===== config.mk =====
export PLATFORM = sky130hd
export DESIGN_NAME = pil_arbiter
export DESIGN_NICKNAME = d
export VERILOG_FILES = /design/src/rtl/pil_arb_pkg.sv /design/src/rtl/pil_pend_merge.sv /design/src/rtl/pil_level_pick.sv /design/src/rtl/pil_nest_filter.sv /design/src/rtl/pil_arbiter.sv
export SDC_FILE = /design/constraint.sdc
export NUM_CORES = 1
export LEC_CHECK = 0
export BUFFER_PORTS_ARGS = -buffer_cell sky130_fd_sc_hd__buf_2
export CAP_MARGIN = 20
export CORE_MARGIN = 1
export CORE_UTILIZATION = 35
export CTS_CLUSTER_DIAMETER = 100
export CTS_CLUSTER_SIZE = 12
export DETAILED_ROUTE_END_ITERATION = 10
export GPL_TIMING_DRIVEN = 0
export MAX_ROUTING_LAYER = met4
export PLACE_DENSITY_LB_ADDON = 0.12
export SLEW_MARGIN = 40
export SYNTH_ARGS = -nofsm -noshare
export SYNTH_HDL_FRONTEND = slang
export SYNTH_SLANG_ARGS = --single-unit

===== constraint.sdc =====
create_clock -name clk -period 3.1 [get_ports clk]
set_input_delay 0.465 -clock clk [delete_from_list [all_inputs] [get_ports clk]]
set_output_delay 0.465 -clock clk [all_outputs]
set_load 0.01 [all_outputs]

===== src/rtl/pil_arb_pkg.sv =====
package pil_arb_pkg;

    // Request state: idle means no request and a zero code.
    typedef enum logic {
        ARB_IDLE   = 1'b0,
        ARB_ASSERT = 1'b1
    } arb_state_e;

    // Action chosen on a clock edge.
    typedef enum logic [2:0] {
        ACT_HOLD     = 3'd0,
        ACT_RAISE    = 3'd1,
        ACT_RETARGET = 3'd2,
        ACT_DROP     = 3'd3,
        ACT_MASK     = 3'd4
    } arb_act_e;

endpackage


===== src/rtl/pil_pend_merge.sv =====
module pil_pend_merge #(
    parameter int NLVL      = 16,
    parameter int TMR_BIT   = 0,
    parameter int STMR_BIT  = 15,
    parameter int TIMER_LVL = 14
) (
    input  logic [NLVL-1:0] ext_pend,
    input  logic [NLVL-1:0] soft_int,
    output logic [NLVL-1:0] pend
);
    localparam logic [NLVL-1:0] FLAG_MASK =
        (NLVL'(1) << TMR_BIT) | (NLVL'(1) << STMR_BIT);

    logic timer_hit;
    logic [NLVL-1:0] base;

    assign timer_hit = soft_int[TMR_BIT] | soft_int[STMR_BIT];
    assign base      = ext_pend | (soft_int & ~FLAG_MASK);

    // Timer flags land on their own level; other levels pass through.
    genvar g;
    generate
        for (g = 0; g < NLVL; g++) begin : g_lvl
            if (g == TIMER_LVL) begin : g_tmr
                assign pend[g] = base[g] | timer_hit;
            end else begin : g_plain
                assign pend[g] = base[g];
            end
        end
    endgenerate

endmodule


===== src/rtl/pil_level_pick.sv =====
module pil_level_pick #(
    parameter int NLVL = 16,
    parameter int LVLW = $clog2(NLVL)
) (
    input  logic [NLVL-1:0] pend,
    input  logic [LVLW-1:0] cur_pil,
    output logic            found,
    output logic [LVLW-1:0] lvl
);
    logic [NLVL-1:0] above;
    logic [NLVL-1:0] eligible;

    // Only levels strictly above the threshold may be chosen.
    genvar g;
    generate
        for (g = 0; g < NLVL; g++) begin : g_above
            assign above[g] = (LVLW'(g) > cur_pil);
        end
    endgenerate

    assign eligible = pend & above;

    // Ascending scan, so the last hit is the highest level.
    always_comb begin
        found = 1'b0;
        lvl   = '0;
        for (int i = 0; i < NLVL; i++) begin
            if (eligible[i]) begin
                found = 1'b1;
                lvl   = LVLW'(i);
            end
        end
    end

endmodule


===== src/rtl/pil_nest_filter.sv =====
module pil_nest_filter #(
    parameter int                CODEW    = 9,
    parameter int                TLW      = 3,
    parameter logic [CODEW-1:0]  EXT_BASE = 9'h040
) (
    input  logic [TLW-1:0]   trap_lvl,
    input  logic [CODEW-1:0] svc_code,
    input  logic [CODEW-1:0] cand,
    output logic             block
);
    localparam int CLS_LO = 4;

    logic in_trap;
    logic svc_is_lvl;
    logic svc_higher;

    assign in_trap    = (trap_lvl != '0);
    assign svc_is_lvl = (svc_code[CODEW-1:CLS_LO] == EXT_BASE[CODEW-1:CLS_LO]);
    assign svc_higher = (svc_code > cand);
    assign block      = in_trap & svc_is_lvl & svc_higher;

endmodule


===== src/rtl/pil_arbiter.sv =====
module pil_arbiter #(
    parameter int                NLVL      = 16,
    parameter int                LVLW      = $clog2(NLVL),
    parameter int                CODEW     = 9,
    parameter int                TLW       = 3,
    parameter int                TMR_BIT   = 0,
    parameter int                STMR_BIT  = 15,
    parameter int                TIMER_LVL = 14,
    parameter logic [CODEW-1:0]  EXT_BASE  = 9'h040
) (
    input  logic             clk,
    input  logic             rst,
    input  logic [NLVL-1:0]  ext_pend,
    input  logic [NLVL-1:0]  soft_int,
    input  logic [LVLW-1:0]  cur_pil,
    input  logic             int_en,
    input  logic             vec_busy,
    input  logic [TLW-1:0]   trap_lvl,
    input  logic [CODEW-1:0] svc_code,
    output logic             irq_req,
    output logic [CODEW-1:0] irq_code
);
    import pil_arb_pkg::*;

    localparam int THRW = NLVL + 1;

    arb_state_e       state_q, state_d;
    arb_act_e         act;
    logic [CODEW-1:0] code_q, code_d;

    logic [NLVL-1:0]  pend;
    logic             found;
    logic [LVLW-1:0]  lvl;
    logic [CODEW-1:0] cand;
    logic             block;
    logic [THRW-1:0]  thr;
    logic             below;

    pil_pend_merge #(
        .NLVL(NLVL), .TMR_BIT(TMR_BIT), .STMR_BIT(STMR_BIT), .TIMER_LVL(TIMER_LVL)
    ) merge_i (
        .ext_pend(ext_pend), .soft_int(soft_int), .pend(pend)
    );

    pil_level_pick #(.NLVL(NLVL), .LVLW(LVLW)) pick_i (
        .pend(pend), .cur_pil(cur_pil), .found(found), .lvl(lvl)
    );

    assign cand = EXT_BASE | CODEW'(lvl);

    pil_nest_filter #(.CODEW(CODEW), .TLW(TLW), .EXT_BASE(EXT_BASE)) nest_i (
        .trap_lvl(trap_lvl), .svc_code(svc_code), .cand(cand), .block(block)
    );

    assign thr   = THRW'(2) << cur_pil;
    assign below = ({1'b0, pend} < thr);

    // Next-state and action decision.
    always_comb begin
        act     = ACT_HOLD;
        state_d = state_q;
        code_d  = code_q;
        unique case (state_q)
            ARB_IDLE: begin
                if (!vec_busy && !below && int_en && !block && (cand != code_q)) begin
                    act     = ACT_RAISE;
                    state_d = ARB_ASSERT;
                    code_d  = cand;
                end
            end
            ARB_ASSERT: begin
                if (!vec_busy) begin
                    if (below) begin
                        act     = ACT_DROP;
                        state_d = ARB_IDLE;
                        code_d  = '0;
                    end else if (!int_en) begin
                        act     = ACT_MASK;
                        state_d = ARB_IDLE;
                        code_d  = '0;
                    end else if (!block && (cand != code_q)) begin
                        act     = ACT_RETARGET;
                        code_d  = cand;
                    end
                end
            end
            default: begin
                state_d = ARB_IDLE;
                code_d  = '0;
            end
        endcase
    end

    // State register.
    always_ff @(posedge clk) begin
        if (rst) begin
            state_q <= ARB_IDLE;
            code_q  <= '0;
        end else begin
            state_q <= state_d;
            code_q  <= code_d;
        end
    end

    // Outputs.
    always_comb begin
        irq_req  = (state_q == ARB_ASSERT);
        irq_code = code_q;
    end


    req_code_pair_chk: assert property (@(posedge clk) disable iff (rst)
        irq_req == (irq_code != '0));


    vec_freeze_chk: assert property (@(posedge clk) disable iff (rst)
        vec_busy |=> ($stable(irq_req) && $stable(irq_code)));


    below_drop_chk: assert property (@(posedge clk) disable iff (rst)
        (!vec_busy && below) |=> (!irq_req && irq_code == '0));


    pick_found_chk: assert property (@(posedge clk) disable iff (rst)
        !below |-> found);


    nest_hold_chk: assert property (@(posedge clk) disable iff (rst)
        (!vec_busy && !below && int_en && block) |=> $stable(irq_code));


    mask_drop_chk: assert property (@(posedge clk) disable iff (rst)
        (!vec_busy && !int_en) |=> !irq_req);


    raise_class_chk: assert property (@(posedge clk) disable iff (rst)
        irq_req |-> (irq_code[CODEW-1:4] == EXT_BASE[CODEW-1:4]));

endmodule


==> key figures, run 1 <==
Clock tree
  – Clock Path Buffers: 2
  – CTS tree: yes
  – Hold-fix buffers, CTS: 0
  – Root Driver: clkbuf_8
  – CTS clk-pin slew, worst paths: 0.03 ns
  – Worst skew pair latency: 0.23 ns
  – Clock sink count: 6
  – CTS H-Tree Depth: 1
  – CTS buffer count: 3

Timing
  – Fin. Hold Viols: 0
  – Slew @ Worst Pin: 0.5698 ns
  – Minimum clock period after layout: 3.015 ns
  – RSZ-0062 raised after global routing: true
  – Slew margin rel.: 0.6179
  – Final setup vio count: 0
  – Worst clock skew: 0.003849 ns
  – Final hold slack: 0.4929 ns
  – Max-slew violations: 0
  – Setup ws final: 0.08474 ns
  – Fin crit share: 0.9727
  – Maximum clock rate: 331.6 MHz

Global route
  – Largest net degree at the start of global routing: 11
  – Vias in the first global route: 1,507
  – GRT Total Usage: 0.2013
  – First-pass GRT wire length: 6610 um
  – Total grt overflow: 0
  – Antenna violations before repair: 0

Min path
  – Hold Crit Start: irq_code[6]
  – Hold endpoint: irq_code[6]
  – Hold Crit Class: reg2reg
  – Cells on Worst Hold Path: 1

Setup path
  – Worst Reg-to-Reg Cells: 5
  – CP top delay family: compound AO/OA/AOI/OAI gates
  – CP max-delay cell: a211o_1
  – Worst R2R End: irq_code[3]
  – WP data required: 3.26 ns
  – Critical Path, Cell by Cell: buf_6, or2_4, a211o_1, a311oi_2, o31ai_4, inv_2, ha_4, nor2b_4, o21a_1, o21ai_1, a21oi_1, nor3b_2, buf_4, o311a_4, a32o_1
  – Crit start category: primary input
  – CP endpoint kind: register
  – FF-to-FF setup slack: 1.30 ns
  – Worst EP arrival: 3.18 ns
  – Bufs and invs on worst path: 3
  – Reg-to-Reg Start: irq_code[2]
  – Crit Path Max Fanout: 5
  – CP Class: in2reg
  – CP max stage delay: 0.34 ns

Logic synthesis
  – Post-synthesis instance area: 1416 um^2
  – Register area share after synthesis: 0.08481
  – Yosys cell types: 58
  – Syn_area_per_cell: 7.226 um^2
  – Synth area leader: ha_1
  – Synth Register Bits: 6
  – Top cells by area, synth: ha_1, dfxtp_1, nand2_1
  – Ys Warns: 0
  – Cells after Synth: 196
  – Yosys top cell area share: 0.1678
  – Post-synth EDFFs: 0
  – Ys async rst share: 0
  – Post-synth top flop: dfxtp_1

Power
  – Power share of the combinational group: 0.552
  – Pleak: 0.0009995 uW
  – Internal Dissipation: 295.0 uW
  – Clock share of power: 0.255
  – Pwr/cell area: 212.5 nW/um^2
  – Max VDD drop: 0.0002242 V
  – Switching Share: 0.3637
  – Psw: 168.6 uW
  – Sequential Power Share: 0.193

Floorplanning
  – IO Count: 62
  – Die width: 65.62 um
  – Starting Density: 0.3756
  – Core Region: 3771 um^2
  – Die Y: 65.62 um
  – Die area: 4305 um^2
  – Row Count: 22

Drt
  – Via/cell ratio: 5.254
  – Vias: 1,718
  – Final ANT Viol Nets: 0
  – Residual DRC count: 0
  – Initial DRC Count: 51
  – Drt first pass iters: 6
  – Routed wire length: 4319 um
  – Drt wl/cell: 13.21 um

Placed design
  – Pre-CTS WS: -0.5245 ns
  – Gp weighted congestion: 0.8507
  – HPWL after DPL: 3286 um
  – Port Buf Inserts: 56

Run
  – Max Cap Viol: 0

Final layout
  – Antenna cells: 0
  – FILL cells: 354
  – Area delta synth->final: 54.06%
  – Nets: 352
  – Layout cells sized above 1: 0.4337

Status
  – Status: finished, final reports clean
==> through the flow <==
step / instance area (um^2) / power (uW) / utilization / TNS, ns / instances
floorplan: 1433 / 213.9 / - / 0 / 199
global placement: 1773 / 284.1 / 0.4701 / -2.687 / 303
detailed placement: 1773 / 285.3 / 0.4701 / -2.683 / 303
CTS: 1974 / 426.7 / 0.5236 / 0 / 319
global route: 2182 / 501.2 / 0.5786 / -0.2862 / 327
finish: 2182 / 463.6 / 0.5786 / 0 / 327
==> cell usage in the layout, fill, tap and decap left out, types with 2 or more instances in the layout <==
master,instances
buf_6,5
nor2_2,2
dfxtp_1,6
nor3_1,2
inv_1,20
nand3_1,2
nand4_1,2
o31ai_4,2
nand2b_1,3
and2_1,3
a21oi_1,9
o211ai_1,2
nor2_1,16
o21a_1,2
ha_1,17
o32ai_4,2
or2_4,3
clkbuf_8,3
o21ai_0,3
nor4_1,2
a211oi_1,2
a32o_1,3
nor4_4,4
nor2b_1,6
buf_4,28
o31ai_1,2
conb_1,4
or2_2,3
o31ai_2,2
a21o_1,4
buf_2,52
nand2_1,24
==> area by class of cell <==
type                       count  area, um^2  area share
multi-input combinational    163        1335      0.6118
buffer                         8       61.31     0.02810
tap                           48       60.06     0.02752
clock buffer                   3       41.29     0.01892
sequential                     6       120.1     0.05505
inverter                      21       78.83     0.03612
timing repair buffer          78       485.5      0.2225
==> worst max path at each step <==
stage | end | slack [ns] | from | cells after the start
floorplan | irq_code[0] | 0.02 | cur_pil[2] | 14
global placement | irq_code[3] | -0.53 | cur_pil[3] | 15
detailed placement | irq_code[0] | -0.52 | cur_pil[3] | 15
CTS | irq_code[1] | 0.02 | cur_pil[1] | 15
global route | irq_code[2] | -0.07 | ext_pend[14] | 14
finish | irq_code[3] | 0.08 | cur_pil[0] | 15
==> layer usage <==
metal  wire (um)  track usage  vias up
li1            -            -      885
met4          46      0.02717        0
met2        1978       0.3235       70
met1        2023       0.2695      757
met5           0            -        -
met3         271      0.03299        6
==> registers in the layout, indices dropped and copies added, names as in the netlist <==
| name | flops |
|---|---|
| irq_code | 5 |
| irq_req | 1 |
==> what timing repair did <==
item	4_1_cts	5_1_grt
setup buffers	13	9
endpoints found under the setup margin	6	6
pin swaps	6	23
gates resized for setup	10	32
==> power by group through the flow <==
stage / Clock, uW / Sequential [uW] / Combinational (uW)
finish: 118 / 89.6 / 256
global route: 129 / 90.7 / 281
CTS: 120 / 89.3 / 217
detailed placement: 0 / 90.7 / 195
global placement: 0 / 90.3 / 194
floorplan: 0 / 92.5 / 121
==> worst register-to-register path: stages, from the launching register on <==
cell and delay (ns):
dfxtp_1 0.41, nor2b_1 0.08, a31o_2 0.25, o31ai_2 0.48
o31ai_2 0.19, a32o_1 0.29
==> synth_stat cells, types with 2 or more instances <==
cell      count
nand2_1      24
inv_1        21
ha_1         19
nor2_1       18
a21oi_1       9
nor2b_1       7
dfxtp_1       6
o31ai_1       6
nor4_1        5
o21ai_0       5
a21o_1        4
buf_2         4
buf_4         4
a32o_1        3
and2_1        3
nand2b_1      3
or2_1         3
or2_2         3
a211oi_1      2
and3_1        2
nand3_1       2
nand4_1       2
nor3_1        2
nor3b_1       2
o211ai_1      2
o21a_1        2
o22ai_1       2
==> cells by family after synthesis <==
family | synth area share
other | 0.002648
AO/OA/AOI/OAI | 0.3286
buffers and inverters | 0.09894
AND/OR/NAND/NOR | 0.2977
flip-flops | 0.08481
XOR/XNOR | 0.01237
adder cells (fa/ha/maj) | 0.1749
No activity file was read; power rests on OpenSTA's default activity.
==> inputs of run 2 (changes only) <==
Clock period 3.1 ns to 2.8 ns, I/O delays scaled along.
==> key figures, run 2 (synthesized netlist as in run 1, its figures left out) <==
Placed design
  – Pre-CTS WS: -0.7079 ns
  – Port Buf Inserts: 56
  – HPWL after DPL: 3228 um
  – Gp weighted congestion: 0.8328
  – Cell Count Post-Placement: 303

Timing
  – Setup ws final: -0.1081 ns
  – Fin crit share: 1.039
  – Fin. Hold Viols: 0
  – Maximum clock rate: 343.9 MHz
  – Minimum clock period after layout: 2.908 ns
  – Final setup vio count: 6
  – Final hold slack: 0.4844 ns
  – Worst clock skew: 0.002366 ns
  – RSZ-0062 raised after global routing: true
  – Slew margin rel.: 0.4568
  – Max-slew violations: 0
  – Slew @ Worst Pin: 0.8079 ns

Setup path
  – Critical Path Sink: irq_code[3]
  – WP data required: 2.91 ns
  – CP endpoint kind: register
  – Crit start category: primary input
  – Crit Path Max Fanout: 10
  – CP Class: in2reg
  – Worst Reg-to-Reg Cells: 5
  – Worst R2R End: irq_code[3]
  – Reg-to-Reg Start: irq_code[3]
  – FF-to-FF setup slack: 0.85 ns
  – Worst EP arrival: 3.02 ns
  – Critical Path Start: cur_pil[0]

Final layout
  – Number of flip-flops in the largest register: 5
  – Sequential cell area: 120.1 um^2
  – Most frequent cells in the layout: buf_2, nand2_1, inv_1
  – Final Util: 0.5521
  – FILL cells: 361
  – Fin cells: 317
  – Area delta synth->final: 47.00%
  – Layout cells sized above 1: 0.4015
  – Multi-input gate area: 1321 um^2
  – Nets: 342
  – Most common cell after layout, fill and taps aside: buf_2
  – Antenna cells: 0

Floorplanning
  – Die width: 65.62 um
  – Core Region: 3771 um^2
  – Row Count: 22
  – Starting Density: 0.3756
  – IO Count: 62
  – Die area: 4305 um^2
  – Die Y: 65.62 um

Drt
  – Initial DRC Count: 64
  – Met1 WL: 1948 um
  – Top sig layer: met4
  – Vias: 1,670
  – Final ANT Viol Nets: 0
  – Residual DRC count: 0
  – Drt first pass iters: 4
  – Drt wl/cell: 13.10 um
  – Met2 wire len: 1918 um
  – Routed wire length: 4153 um
  – Via/cell ratio: 5.268
  – Met3 WL: 247 um

Status
  – Failing checks: setup timing
  – Status: finished, violations left

Clock tree
  – CTS clk-pin slew, worst paths: 0.03 ns
  – CTS H-Tree Depth: 1
  – Clock Path Buffers: 2
  – Root Driver: clkbuf_8
  – Worst skew pair latency: 0.23 ns
  – CTS tree: yes
  – Clock sink count: 6
  – Hold-fix buffers, CTS: 0
  – CTS buffer count: 3

Global route
  – Antenna violations before repair: 0
  – Total grt overflow: 0
  – First-pass GRT wire length: 6865 um
  – GRT Total Usage: 0.2115
  – Vias in the first global route: 1,587
  – Largest net degree at the start of global routing: 11

Power
  – Pwr/cell area: 239.4 nW/um^2
  – Max VDD drop: 0.0002675 V
  – PnR Total Power: 498.5 uW
  – Pleak: 0.0009447 uW

Run
  – Max Cap Viol: 0

Min path
  – Hold Crit Class: reg2reg
run 2: worst min-delay path by stage:
stage,startpoint,to,depth (start not counted)
floorplan,irq_req,irq_req,1
global placement,irq_req,irq_req,1
detailed placement,irq_code[6],irq_code[6],1
CTS,irq_code[6],irq_code[6],1
global route,irq_code[6],irq_code[6],1
finish,irq_code[6],irq_code[6],1
run 2: worst max-delay path, stage by stage:
cell and delay [ns]:
buf_2 0.11, buf_4 0.17, and3_1 0.19, o22ai_1 0.21
a311oi_2 0.07, o31ai_2 0.33, inv_2 0.10, ha_4 0.25
nor2b_4 0.12, o21a_1 0.18, o21ai_1 0.11, a21oi_1 0.08
nor3b_2 0.18, buf_4 0.16, o31ai_4 0.09, a32o_1 0.26
run 2: what timing repair did:
item,4_1_cts,5_1_grt
gates resized for setup,24,9
setup endpoints to repair,6,6
pin swaps,15,15
buffers inserted,10,2
run 2: final cells by class:
cell class	instances	share of cell area
inverter	21	0.03786
buffer	8	0.02764
timing repair buffer	68	0.1935
tap	48	0.02885
multi-input combinational	163	0.6346
sequential	6	0.05769
clock buffer	3	0.01983
run 2: per-stage QoR:
stage	instance area, um^2	setup TNS, ns
2_1_floorplan	1449	-0.9910
3_3_place_gp	1789	-3.604
3_5_place_dp	1789	-3.917
4_1_cts	2031	-0.1160
5_1_grt	2082	-1.040
6_report	2082	-0.3463
run 2: routing by layer:
metal / vias to the layer above / track usage
met5: - / -
met4: 0 / 0.04891
met3: 6 / 0.03299
met2: 68 / 0.3505
met1: 736 / 0.2681
li1: 860 / -
run 2: report_power, final:
| part | switching (uW) | internal (uW) | leakage, uW |
|---|---|---|---|
| clock | 38.0 | 92.4 | 0.0000216 |
| sequential | 6.38 | 92.7 | 0.0000493 |
| combinational | 139 | 130 | 0.000874 |
| total | 183 | 315 | 0.000945 |
